`src/rtl/tl_pkg.sv`:
```
package tl_pkg;

  typedef enum logic [1:0] {
    PH_HWY_GO   = 2'd0,
    PH_HWY_WARN = 2'd1,
    PH_FARM_GO  = 2'd2,
    PH_FARM_WARN = 2'd3
  } phase_t;

  // lamp triple for one road, order {green, yellow, red}
  typedef struct packed {
    logic green;
    logic yellow;
    logic red;
  } lamp_t;

  localparam int ROAD_HWY  = 0;
  localparam int ROAD_FARM = 1;
  localparam int NUM_ROADS = 2;

  // next phase as a pure function of the current phase and the three conditions
  function automatic phase_t next_phase(input phase_t cur, input logic car,
                                        input logic short_exp, input logic long_exp);
    phase_t n;
    n = cur;
    case (cur)
      PH_HWY_GO:    if (car && long_exp)  n = PH_HWY_WARN;
      PH_HWY_WARN:  if (short_exp)        n = PH_FARM_GO;
      PH_FARM_GO:   if (long_exp || !car) n = PH_FARM_WARN;
      PH_FARM_WARN: if (short_exp)        n = PH_HWY_GO;
      default:      n = PH_HWY_GO;
    endcase
    return n;
  endfunction

  // lamp triple lit for a road in a given phase
  function automatic lamp_t lamp_for(input phase_t ph, input int road);
    lamp_t l;
    l = '{green: 1'b0, yellow: 1'b0, red: 1'b1};
    if (road == ROAD_HWY) begin
      if (ph == PH_HWY_GO)   l = '{green: 1'b1, yellow: 1'b0, red: 1'b0};
      if (ph == PH_HWY_WARN) l = '{green: 1'b0, yellow: 1'b1, red: 1'b0};
    end else begin
      if (ph == PH_FARM_GO)   l = '{green: 1'b1, yellow: 1'b0, red: 1'b0};
      if (ph == PH_FARM_WARN) l = '{green: 1'b0, yellow: 1'b1, red: 1'b0};
    end
    return l;
  endfunction

  // a saturating count has reached a limit
  function automatic logic count_reached(input int unsigned count, input int unsigned limit);
    return count >= limit;
  endfunction

endpackage

```
`src/rtl/tl_interval_timer.sv`:
```
module tl_interval_timer #(
  parameter int SHORT_CYC = 3,
  parameter int LONG_CYC  = 8,
  localparam int CNT_W = $clog2(LONG_CYC + 1)
) (
  input  logic             clk,
  input  logic             rst,
  input  logic             restart,
  output logic [CNT_W-1:0] count,
  output logic             short_exp,
  output logic             long_exp
);
  import tl_pkg::*;

  localparam logic [CNT_W-1:0] LONG_V = CNT_W'(LONG_CYC);

  logic saturated;
  assign saturated = (count == LONG_V);

  always_ff @(posedge clk) begin
    if (rst || restart)  count <= '0;
    else if (!saturated) count <= count + 1'b1;
  end

  assign short_exp = count_reached(int'(count), SHORT_CYC);
  assign long_exp  = count_reached(int'(count), LONG_CYC);

endmodule

```
`src/rtl/tl_phase_seq.sv`:
```
module tl_phase_seq (
  input  logic           clk,
  input  logic           rst,
  input  logic           car,
  input  logic           short_exp,
  input  logic           long_exp,
  output tl_pkg::phase_t phase_q,
  output logic           change
);
  import tl_pkg::*;

  phase_t phase_d;

  always_comb phase_d = next_phase(phase_q, car, short_exp, long_exp);

  always_ff @(posedge clk) begin
    if (rst) phase_q <= PH_HWY_GO;
    else     phase_q <= phase_d;
  end

  assign change = !rst && (phase_d != phase_q);

endmodule

```
`src/rtl/tl_lamp_decode.sv`:
```
module tl_lamp_decode (
  input  tl_pkg::phase_t phase,
  output tl_pkg::lamp_t  lamps [tl_pkg::NUM_ROADS]
);
  import tl_pkg::*;

  for (genvar r = 0; r < NUM_ROADS; r++) begin : g_road
    assign lamps[r] = lamp_for(phase, r);
  end

endmodule

```
`src/rtl/hwy_farm_light_ctrl.sv`:
```
module hwy_farm_light_ctrl #(
  parameter int SHORT_CYC = 3,
  parameter int LONG_CYC  = 8
) (
  input  logic clk,
  input  logic rst,
  input  logic car_waiting,
  output logic hwy_green,
  output logic hwy_yellow,
  output logic hwy_red,
  output logic farm_green,
  output logic farm_yellow,
  output logic farm_red,
  output logic start_timer,
  output logic short_done,
  output logic long_done
);
  import tl_pkg::*;

  localparam int CNT_W = $clog2(LONG_CYC + 1);

  // named internal events for the checker
  phase_t           phase_q;
  logic             phase_change;
  logic [CNT_W-1:0] interval_count;
  lamp_t            road_lamps [NUM_ROADS];

  tl_interval_timer #(
    .SHORT_CYC(SHORT_CYC),
    .LONG_CYC (LONG_CYC)
  ) u_timer (
    .clk      (clk),
    .rst      (rst),
    .restart  (phase_change),
    .count    (interval_count),
    .short_exp(short_done),
    .long_exp (long_done)
  );

  tl_phase_seq u_seq (
    .clk      (clk),
    .rst      (rst),
    .car      (car_waiting),
    .short_exp(short_done),
    .long_exp (long_done),
    .phase_q  (phase_q),
    .change   (phase_change)
  );

  tl_lamp_decode u_lamps (
    .phase(phase_q),
    .lamps(road_lamps)
  );

  assign start_timer = phase_change;
  assign hwy_green   = road_lamps[ROAD_HWY].green;
  assign hwy_yellow  = road_lamps[ROAD_HWY].yellow;
  assign hwy_red     = road_lamps[ROAD_HWY].red;
  assign farm_green  = road_lamps[ROAD_FARM].green;
  assign farm_yellow = road_lamps[ROAD_FARM].yellow;
  assign farm_red    = road_lamps[ROAD_FARM].red;

endmodule

```
`config.mk`:
```
export PLATFORM = sky130hd
export DESIGN_NAME = hwy_farm_light_ctrl
export DESIGN_NICKNAME = d
export VERILOG_FILES = /design/src/rtl/tl_pkg.sv /design/src/rtl/tl_interval_timer.sv /design/src/rtl/tl_phase_seq.sv /design/src/rtl/tl_lamp_decode.sv /design/src/rtl/hwy_farm_light_ctrl.sv
export SDC_FILE = /design/constraint.sdc
export NUM_CORES = 1
export LEC_CHECK = 0
export BUFFER_PORTS_ARGS = -buffer_cell sky130_fd_sc_hd__buf_2
export CAP_MARGIN = 15
export CORE_AREA = 5 5 42 44
export CTS_CLUSTER_SIZE = 40
export DETAILED_ROUTE_END_ITERATION = 10
export DIE_AREA = 0 0 47 49
export PLACE_DENSITY = 0.54
export SLEW_MARGIN = 25
export SYNTH_ARGS = -nofsm -noshare
export SYNTH_HDL_FRONTEND = slang
export SYNTH_HIERARCHICAL = 1
export SYNTH_SLANG_ARGS = --single-unit
```
`constraint.sdc`:
```
create_clock -name clk -period 1.9 [get_ports clk]
set_input_delay 0.38 -clock clk [delete_from_list [all_inputs] [get_ports clk]]
set_output_delay 0.38 -clock clk [all_outputs]
set_load 0.1 [all_outputs]
```
==> results.py, run 1 <==
metrics = {
    "outcome": {
        "status": "finished clean",
    },
    "logic_synthesis": {
        "synthesis.nets": 44,
        "synth.mux.area_fraction": 0.05674,
        "synth_area_um2": 352.8,
        "synth_top_family_by_area": "simple AND/OR/NAND/NOR gates",
        "ys.warnings.count": 6,
        "synth_seq_cells": 6,
        "yosysUniqueCellTypes": 22,
        "synth_simple_gate_area_frac": 0.2837,
        "synth.avg_cell_area_um2": 9.047,
        "synth_compound_area_frac": 0.1348,
        "yosys.area.top_type": "dfxtp_1",
        "synth_area_leaders": "dfxtp_1 (34%), ha_1 (7.1%), mux2i_1 (5.7%)",
        "yosysSeqAreaShare": 0.3404,
        "synthAdderAreaFrac": 0.07092,
        "synthXorXnorAreaFrac": 0.04965,
        "synth_top_area_share": 0.3404,
        "postSynthCellCount": 39,
    },
    "worst_setup_path": {
        "critPathKind": "register to primary output",
        "end_kind": "primary output",
        "cp_slowest_stage_delay_ps": 360,
        "crit_chain": "ha_4 -> or3_4 -> nor2b_4 -> a211oi_4 -> buf_12",
        "arrival_ps": 1500,
        "crit_slowest_cell": "or3_4",
        "required_ps": 1520,
        "cp-start-kind": "register",
        "critPathMaxFanout": 5,
    },
    "finish": {
        "drive_above_1_share": 0.5385,
        "nNetsFinal": 59,
        "final_common_cell": "buf_2",
        "stdcell_count": 68,
        "filler_cell_count": 154,
        "diodes": 0,
        "utilization": 0.3643,
        "layout_common_cells": "buf_2 (10), inv_1 (4), dfxtp_2 (4)",
        "syn_to_final_growth_pct": 44.68,
    },
    "power": {
        "finalPower_mw": 0.3242,
        "ir_drop_v": 0.0004553,
        "power.leakage_nw": 0.2304,
        "power_density_nw_per_um2": 635.0,
    },
    "timing": {
        "fin_worst_skew_ps": 5.482,
        "finalHoldViolCount": 0,
        "setup_viol": 0,
        "maxSlewViolCount": 0,
        "timing.final.ws_setup_ps": 24.47,
        "finalCritPeriodShare": 0.9871,
        "slew-limit-headroom": 0.6770,
        "tns_ps": 0,
        "fmax_mhz": 533.2,
        "period_needed_ps": 1876,
        "rsz0062_at_grt": "yes",
        "worst_pin_slew_ps": 487.9,
    },
    "floorplanning": {
        "ios": 12,
        "fp-row-count": 14,
        "dieHeight_um": 49,
        "dieArea_um2": 2303,
        "initial_core_util": 0.2518,
        "core_area_um2": 1401,
        "die_w_um": 47,
    },
    "route": {
        "drc_errors": 0,
        "viasPerCell": 4.618,
        "vias": 314,
        "routed_wl_um": 722,
        "drt_iter0_drc": 6,
        "drt-pass1-iter-count": 4,
        "wl_per_cell_um": 10.62,
        "drtAntennaViolNets": 0,
    },
    "clock_tree": {
        "cts_buffers": 3,
        "cts_tree": "built",
        "clk_latency_ps": 240,
        "cts_num_sinks": 6,
        "cts-root-buf": "clkbuf_4",
        "cts_buffer_depth": 2,
        "clk_pin_slew_worst_paths_ps": 50,
        "cts_hold_buf": 0,
        "htreeDepth": 1,
    },
    "min_path": {
        "hold_class": "input pin to register",
    },
    "placement": {
        "pre_cts_ws_ps": 215.9,
        "place.gp.congestion": 0.6668,
        "io_buffers": 11,
        "place_inst": 64,
        "hpwl_um": 550.5,
    },
    "global_route": {
        "grt_pass1_wl_um": 1145,
        "antenna_found_initial": 0,
        "grt_pass1_vias": 268,
        "track_usage": 0.06841,
        "grt_start_max_net_pins": 10,
        "grt_overflow_total": 0,
    },
    "flow_run": {
        "cap_violations": 0,
    },
}
==> flip-flops by register name (all words and copies together), names as in the netlist <==
name,flops
u_seq/phase_q,2
u_timer/count,4
==> kinds of logic (layout without fill, tap and decap cells) <==
logic type | count (synthesis) | in the layout
adders and majority gates | 2 | 2
muxes | 2 | 2
buffers and inverters | 6 | 19
AOI/OAI and AO/OA | 6 | 6
and+or+nand+nor | 15 | 15
DFF | 6 | 6
xor gates and xnor gates | 2 | 2
==> metal layers <==
layer  part of all wire  vias up  track usage
met2               0.42       17      0.08597
met1               0.41      142      0.08609
li1                   -      155            -
met5                  0        -            0
met3               0.16        0      0.05166
met4                  0        0      0.02765
==> critical path: cells and delay by family, from the launching register on <==
kind	cells	cell delay, ps
AOI/OAI and AO/OA	1	60
buffers and inverters	1	180
and+or+nand+nor	2	500
adders and majority gates	1	160
DFF	1	340
==> synthesized netlist by cell type <==
cell,count
nand3b_4,1
dfxtp_1,6
nor3_1,3
nand2_1,1
nand3b_1,2
a21o_1,1
and2_1,1
or3_1,1
nor2b_1,3
a21oi_1,2
inv_1,4
nand2b_1,1
xor2_1,1
clkbuf_1,2
nor2_1,1
a211oi_2,1
a21bo_2,1
nand3_1,1
ha_1,2
a211oi_1,1
xnor2_1,1
mux2i_1,2
==> worst paths after layout <==
check | from | to | slack (ps) | cells past startpoint
worst max-delay path | u_timer/count[0]$_SDFFE_PP0N_ | start_timer | 20 | 5
worst min-delay path | rst | u_seq/phase_q[1]$_SDFF_PP0_ | 410 | 2
worst max register to register | u_timer/count[0]$_SDFFE_PP0N_ | u_timer/count[3]$_SDFFE_PP0N_ | 430 | 6
worst min register to register | u_timer/count[2]$_SDFFE_PP0N_ | u_timer/count[2]$_SDFFE_PP0N_ | 540 | 2
==> layout make-up <==
type                            instances  area [µm²]  share of cell area
Clock buffer                            3       22.52             0.04412
Sequential cell                         6       125.1              0.2451
Multi-Input combinational cell         27       250.2              0.4902
Inverter                                4       15.01             0.02941
Tap cell                               16       20.02             0.03922
Timing Repair Buffer                   12       77.57              0.1520
==> power breakdown <==
| group | total [mW] | internal [mW] | switching [mW] | leakage [nW] |
|---|---|---|---|---|
| Clock | 0.116 | 0.0713 | 0.0444 | 0.0138 |
| Sequential | 0.143 | 0.134 | 0.00950 | 0.0505 |
| Combinational | 0.0652 | 0.0215 | 0.0437 | 0.166 |
==> metrics by stage <==
stage                     area, µm²  hold WS (ps)
after floorplan               417.9         449.1
after global placement        479.2         540.4
after detailed placement      479.2         536.0
after CTS                     509.2         412.7
after global routing          510.5         426.1
final                         510.5         414.9
==> timing repair <==
action / in CTS / in global routing
resized for setup: 0 / 1
buffers inserted: 1 / 0
endpoints found under the setup margin: 1 / 1
cloned: 0 / 0
pin swaps: 2 / 0
Power figures use the tool's default switching activity.
==> inputs of run 2 (changes only) <==
--- a/config.mk
+++ b/config.mk
@@ -8,6 +8,7 @@
 export BUFFER_PORTS_ARGS = -buffer_cell sky130_fd_sc_hd__buf_2
 export CAP_MARGIN = 15
 export CORE_AREA = 5 5 42 44
+export CTS_BUF_LIST = sky130_fd_sc_hd__clkbuf_8 sky130_fd_sc_hd__clkbuf_16
 export CTS_CLUSTER_SIZE = 40
 export DETAILED_ROUTE_END_ITERATION = 10
 export DIE_AREA = 0 0 47 49
==> run 2 against run 1 <==
  * Cell count unchanged
  * Critical path depth is the same
  * Global-route usage rose by 0.14 points
  * First-iteration DRC count rose by 17%
  * Sequential power barely moved
  * Critical path type unchanged
==> results.py, run 2 (synthesis results as in run 1) <==
metrics = {
    "finish": {
        "syn_to_final_growth_pct": 51.42,
        "diodes": 0,
        "drive_above_1_share": 0.5385,
        "nNetsFinal": 59,
        "layout_common_cells": "buf_2 (10), inv_1 (4), clkbuf_8 (3), nor3_1 (3)",
        "largest_reg_flops": 4,
        "largest-register": "u_timer/count",
        "utilization": 0.3813,
        "final_common_cell": "buf_2",
        "stdcell_count": 68,
        "design_area_um2": 534.3,
        "reg_top3": "u_timer/count: 4 flops, u_seq/phase_q: 2 flops",
    },
    "timing": {
        "setup_viol": 0,
        "fmax_mhz": 533.1,
        "hold_ws_ps": 439.0,
        "rsz0062_at_grt": "yes",
        "slew-limit-headroom": 0.6770,
        "timing.final.ws_setup_ps": 24.12,
        "period_needed_ps": 1876,
        "finalHoldViolCount": 0,
        "fin_worst_skew_ps": 3.595,
        "worst_pin_slew_ps": 487.9,
        "tns_ps": 0,
        "maxSlewViolCount": 0,
        "finalCritPeriodShare": 0.9873,
    },
    "worst_setup_path": {
        "crit_chain": "ha_4 -> or3_4 -> nor2b_4 -> a211oi_4 -> buf_12",
        "worstRegToRegCells": 6,
        "critPathMaxFanout": 5,
        "crit_slowest_cell": "or3_4",
        "end_kind": "primary output",
        "required_ps": 1520,
        "cp_slowest_stage_delay_ps": 360,
        "cp-start-kind": "register",
        "critPathKind": "register to primary output",
        "arrival_ps": 1500,
    },
    "flow_run": {
        "cap_violations": 0,
    },
    "floorplanning": {
        "initial_core_util": 0.2518,
        "core_area_um2": 1401,
        "fp-row-count": 14,
        "dieArea_um2": 2303,
        "die_w_um": 47,
        "dieHeight_um": 49,
        "ios": 12,
    },
    "clock_tree": {
        "cts_buffer_depth": 2,
        "cts_tree": "built",
        "clk_latency_ps": 220,
        "htreeDepth": 1,
        "clk_pin_slew_worst_paths_ps": 40,
        "cts_num_sinks": 6,
        "cts-root-buf": "clkbuf_8",
        "cts_buffers": 3,
    },
    "power": {
        "finalPower_mw": 0.3931,
        "power.leakage_nw": 0.2388,
        "ir_drop_v": 0.0006258,
        "power_density_nw_per_um2": 735.8,
        "intPower_mw": 0.2909,
        "combinationalPowerShare": 0.166,
        "seq_power_share": 0.364,
        "pwr-share-clk": 0.471,
        "swShare": 0.2601,
        "switchingPower_mw": 0.1022,
    },
    "min_path": {
        "hold_class": "input pin to register",
        "whs_path_depth": 2,
    },
    "global_route": {
        "track_usage": 0.06982,
        "antenna_found_initial": 0,
        "grt_start_max_net_pins": 10,
        "grt_pass1_vias": 268,
        "grt_overflow_total": 0,
        "grt_pass1_wl_um": 1145,
    },
    "placement": {
        "place_area_um2": 479.2,
        "place.gp.congestion": 0.6668,
        "place_inst": 64,
        "io_buffers": 11,
        "pre_cts_ws_ps": 215.9,
        "hpwl_um": 550.5,
    },
    "route": {
        "wl_per_cell_um": 10.41,
        "routed_wl_um": 708,
        "viasPerCell": 4.515,
        "drt_iter0_drc": 7,
        "drtAntennaViolNets": 0,
        "vias": 307,
        "drt-pass1-iter-count": 2,
        "drc_errors": 0,
    },
    "outcome": {
        "status": "finished clean",
    },
}
## run 2: cell types whose count changed in the layout (fill, tap and decap cells not counted)
cell,before,now
dfxtp_4,0,2
clkbuf_8,0,3
dfxtp_2,4,2
clkbuf_4,3,0
## run 2: per-layer routing
| layer | GRT usage | vias to the layer above | part of all wire |
|---|---|---|---|
| met4 | 0.02765 | 0 | 0 |
| met1 | 0.08609 | 136 | 0.42 |
| met5 | 0 | - | 0 |
| met2 | 0.08371 | 14 | 0.42 |
| li1 | - | 157 | - |
| met3 | 0.06273 | 0 | 0.16 |
## run 2: layout make-up
type | count | area, µm²
fillers | 149 | 867.1
multi-input cells | 27 | 250.2
flip-flops and latches | 6 | 130.1
repair buffers | 12 | 77.57
clock buffers | 3 | 41.29
well taps | 16 | 20.02
inverters | 4 | 15.01
## run 2: worst max-delay path, delay by kind of cell, from the launching register on
family	cells	cell delay [ps]
buf+inv	1	190
compound gates	1	70
simple gates	2	500
flops	1	350
fa+ha+maj	1	160
## run 2: power by group through the flow
stage | logic, mW | registers (mW) | clock network [mW]
after floorplan | 0.0546 | 0.144 | 0
after global placement | 0.0648 | 0.146 | 0
after detailed placement | 0.0658 | 0.146 | 0
after CTS | 0.0659 | 0.144 | 0.192
after global routing | 0.0715 | 0.144 | 0.204
final | 0.0651 | 0.143 | 0.185
## run 2: timing repair
| item | CTS | global route |
|---|---|---|
| buffers inserted | 0 | 1 |
| setup endpoints to repair | 1 | 1 |
| resized for setup | 0 | 3 |
| pin swaps | 1 | 1 |
| hold buffers | 0 | 0 |
## run 2: path summary, 6_finish.rpt
check,startpoint,to,slack (ps)
max,u_timer/count[0]$_SDFFE_PP0N_,start_timer,20
min,rst,u_seq/phase_q[1]$_SDFF_PP0_,440
max reg2reg,u_timer/count[0]$_SDFFE_PP0N_,u_timer/count[3]$_SDFFE_PP0N_,420
min reg2reg,u_timer/count[2]$_SDFFE_PP0N_,u_timer/count[2]$_SDFFE_PP0N_,540
==> inputs of run 3 (changes only) <==
--- a/config.mk
+++ b/config.mk
@@ -7,14 +7,13 @@
 export LEC_CHECK = 0
 export BUFFER_PORTS_ARGS = -buffer_cell sky130_fd_sc_hd__buf_2
 export CAP_MARGIN = 15
-export CORE_AREA = 5 5 42 44
+export CORE_AREA = 2 2 39 41
 export CTS_BUF_LIST = sky130_fd_sc_hd__clkbuf_8 sky130_fd_sc_hd__clkbuf_16
 export CTS_CLUSTER_SIZE = 40
 export DETAILED_ROUTE_END_ITERATION = 10
-export DIE_AREA = 0 0 47 49
-export PLACE_DENSITY = 0.54
+export DIE_AREA = 0 0 41 43
+export PLACE_DENSITY = 0.56
 export SLEW_MARGIN = 25
 export SYNTH_ARGS = -nofsm -noshare
 export SYNTH_HDL_FRONTEND = slang
-export SYNTH_HIERARCHICAL = 1
 export SYNTH_SLANG_ARGS = --single-unit
==> run 3 against run 2 <==
  * Synthesized area increased by 10%
  * Via count increased by 7.8%
  * Sequential power decreased by 3%
  * Worst hold slack got worse by 13 ps
  * Register-to-register slack improved by 30 ps
  * Utilization increased by 3.2 points
  * Clock skew increased by 1.2 ps
  * Synthesized cell count increased by 13%
==> results.py, run 3 <==
metrics = {
    "placement": {
        "pre_cts_ws_ps": -17.74,
        "place.gp.congestion": 0.7107,
        "hpwl_um": 577.1,
        "io_buffers": 11,
        "place_area_um2": 493.0,
    },
    "floorplanning": {
        "core_area_um2": 1384,
        "fp-row-count": 14,
        "die_w_um": 41,
        "ios": 12,
        "initial_core_util": 0.2812,
        "dieHeight_um": 43,
        "dieArea_um2": 1763,
    },
    "worst_setup_path": {
        "required_ps": 1520,
        "cp-start-kind": "register",
        "r2r-start": "u_timer.count[0]$_SDFFE_PP0N_",
        "critPathKind": "register to primary output",
        "cp_slowest_stage_delay_ps": 380,
        "critPathMaxFanout": 2,
        "crit_chain": "ha_2 -> or3b_4 -> a21oi_4 -> nor3_4 -> buf_12",
        "worstRegToRegCells": 5,
        "arrival_ps": 1480,
        "reg2reg_slack_ps": 450,
        "critPathTopFamily": "simple AND/OR/NAND/NOR gates",
        "r2r_end": "u_timer.count[1]$_SDFFE_PP0N_",
        "cp_num_buf_inv": 1,
        "end_kind": "primary output",
        "crit_slowest_cell": "or3b_4",
    },
    "finish": {
        "diodes": 0,
        "filler_cell_count": 142,
        "utilization": 0.4132,
        "largest_reg_flops": 4,
        "nNetsFinal": 66,
        "drive_above_1_share": 0.4915,
        "syn_to_final_growth_pct": 46.95,
        "layout_common_cells": "buf_2 (9), dfxtp_1 (6), nor2_1 (5), buf_4 (5)",
        "design_area_um2": 571.8,
        "final_common_cell": "buf_2",
        "reg_top3": "u_timer.count: 4 flops, u_seq.phase_q: 2 flops",
        "largest-register": "u_timer.count",
    },
    "clock_tree": {
        "clk_pin_slew_worst_paths_ps": 40,
        "htreeDepth": 1,
        "cts_buffers": 3,
        "cts_buffer_depth": 2,
        "cts_num_sinks": 6,
        "cts-root-buf": "clkbuf_8",
        "clk_latency_ps": 220,
        "cts_tree": "built",
    },
    "min_path": {
        "whs_path_depth": 2,
        "worstHoldEndpoint": "u_seq.phase_q[1]$_SDFF_PP0_",
        "hold_class": "input pin to register",
        "hold_path.startpoint": "rst",
    },
    "logic_synthesis": {
        "synth_seq_cells": 6,
        "synth-edff-count": 0,
        "synthArstFlopShare": 0,
        "yosysUniqueCellTypes": 25,
        "synth_flop_cell": "dfxtp_1",
        "synthesis.nets": 49,
        "synth_area_um2": 389.1,
        "synth.most_common_cell": "nor2_1",
        "yosys.area.top_type": "dfxtp_1",
        "synth_top_area_share": 0.3087,
        "synth_common_cells": "nor2_1 (7), dfxtp_1 (6), inv_1 (3)",
        "ys.warnings.count": 0,
        "synth_area_leaders": "dfxtp_1 (31%), nor2_1 (6.8%), ha_1 (6.4%)",
        "yosysSeqAreaShare": 0.3087,
        "postSynthCellCount": 44,
        "synth.avg_cell_area_um2": 8.844,
    },
    "outcome": {
        "status": "finished clean",
    },
    "global_route": {
        "grt_overflow_total": 0,
        "antenna_found_initial": 0,
        "track_usage": 0.1036,
        "grt_start_max_net_pins": 11,
        "grt_pass1_vias": 279,
        "grt_pass1_wl_um": 1131,
    },
    "route": {
        "routed_wl_um": 748,
        "drt-pass1-iter-count": 2,
        "viasPerCell": 4.413,
        "drtAntennaViolNets": 0,
        "drc_errors": 0,
        "wl_per_cell_um": 9.973,
        "vias": 331,
        "drt_iter0_drc": 6,
    },
    "timing": {
        "finalHoldViolCount": 0,
        "finalCritPeriodShare": 0.9781,
        "timing.final.ws_setup_ps": 41.64,
        "fmax_mhz": 538.1,
        "tns_ps": 0,
        "setup_viol": 0,
        "maxSlewViolCount": 0,
        "worst_pin_slew_ps": 485.4,
        "fin_worst_skew_ps": 4.763,
        "period_needed_ps": 1858,
        "slew-limit-headroom": 0.6786,
        "rsz0062_at_grt": "no",
    },
    "power": {
        "power_density_nw_per_um2": 754.3,
        "ir_drop_v": 0.0003557,
        "power.leakage_nw": 0.2726,
    },
    "flow_run": {
        "cap_violations": 0,
    },
}
[run 3: cell types whose count changed after synthesis, sizes merged, moves of 2 or more]
| cell | previous run | this run |
|---|---|---|
| buf | 0 | 2 |
| a211oi | 2 | 0 |
| nand3b | 3 | 1 |
| nor2 | 1 | 7 |
[run 3: stage by stage]
stage / cells / power [mW] / hold WS [ps]
floorplan: 44 / 0.2068 / 451.6
global placement: 72 / 0.2304 / 601.1
detailed placement: 72 / 0.2318 / 613.6
CTS: 75 / 0.4346 / 427.4
global route: 75 / 0.4522 / 433.0
finish: 75 / 0.4313 / 425.6
[run 3: cell type report]
class                      count  area, µm²  area share
clock buffer                   3      41.29     0.07221
sequential                     6      120.1      0.2101
tap                           16      20.02     0.03501
inverter                       3      11.26     0.01969
timing repair buffer          16      113.9      0.1991
multi-input combinational     31      265.3      0.4639
[run 3: how the worst max path moves through the flow]
stage | startpoint | endpoint | slack (ps) | depth (start not counted)
3_3_place_gp | u_timer.count[0]$_SDFFE_PP0N_ | start_timer | -10 | 5
6_report | u_timer.count[0]$_SDFFE_PP0N_ | start_timer | 40 | 5
3_5_place_dp | u_timer.count[0]$_SDFFE_PP0N_ | start_timer | -20 | 5
2_1_floorplan | u_timer.count[0]$_SDFFE_PP0N_ | start_timer | -70 | 4
4_1_cts | u_timer.count[0]$_SDFFE_PP0N_ | start_timer | 7 | 5
5_1_grt | u_timer.count[0]$_SDFFE_PP0N_ | start_timer | 0.2 | 5
[run 3: layer usage]
layer | global-route usage | wire length [µm] | vias up
li1 | - | - | 175
met1 | 0.1165 | 347 | 144
met2 | 0.1344 | 324 | 10
met3 | 0.04712 | 53 | 2
met4 | 0.1000 | 23 | 0
met5 | 0 | 0 | -
[run 3: worst register-to-register path, stage by stage, from the launching register on]
cell	delay (ps)
dfxtp_1	300
ha_2	190
buf_4	140
or4b_4	480
a2bb2oi_2	160
nor2_1	110
[run 3: report_power, final]
part / switching (mW) / total, mW / leakage, nW / internal [mW]
clock network: 0.0545 / 0.191 / 0.0216 / 0.136
registers: 0.00433 / 0.138 / 0.0490 / 0.134
logic: 0.0626 / 0.102 / 0.202 / 0.0398
[run 3: timing repair]
item,4_1_cts,5_1_grt
gates resized for setup,9,1
hold buffers,0,0
setup endpoints to repair,2,2
setup buffers,0,0
pin swaps,1,1
[run 3: cell families after synthesis]
logic type      share of synthesized area
mux                               0.05145
xor+xnor                          0.09005
fa+ha+maj                         0.06430
flops                              0.3087
simple gates                       0.2894
compound gates                    0.08357
buf+inv                            0.1125
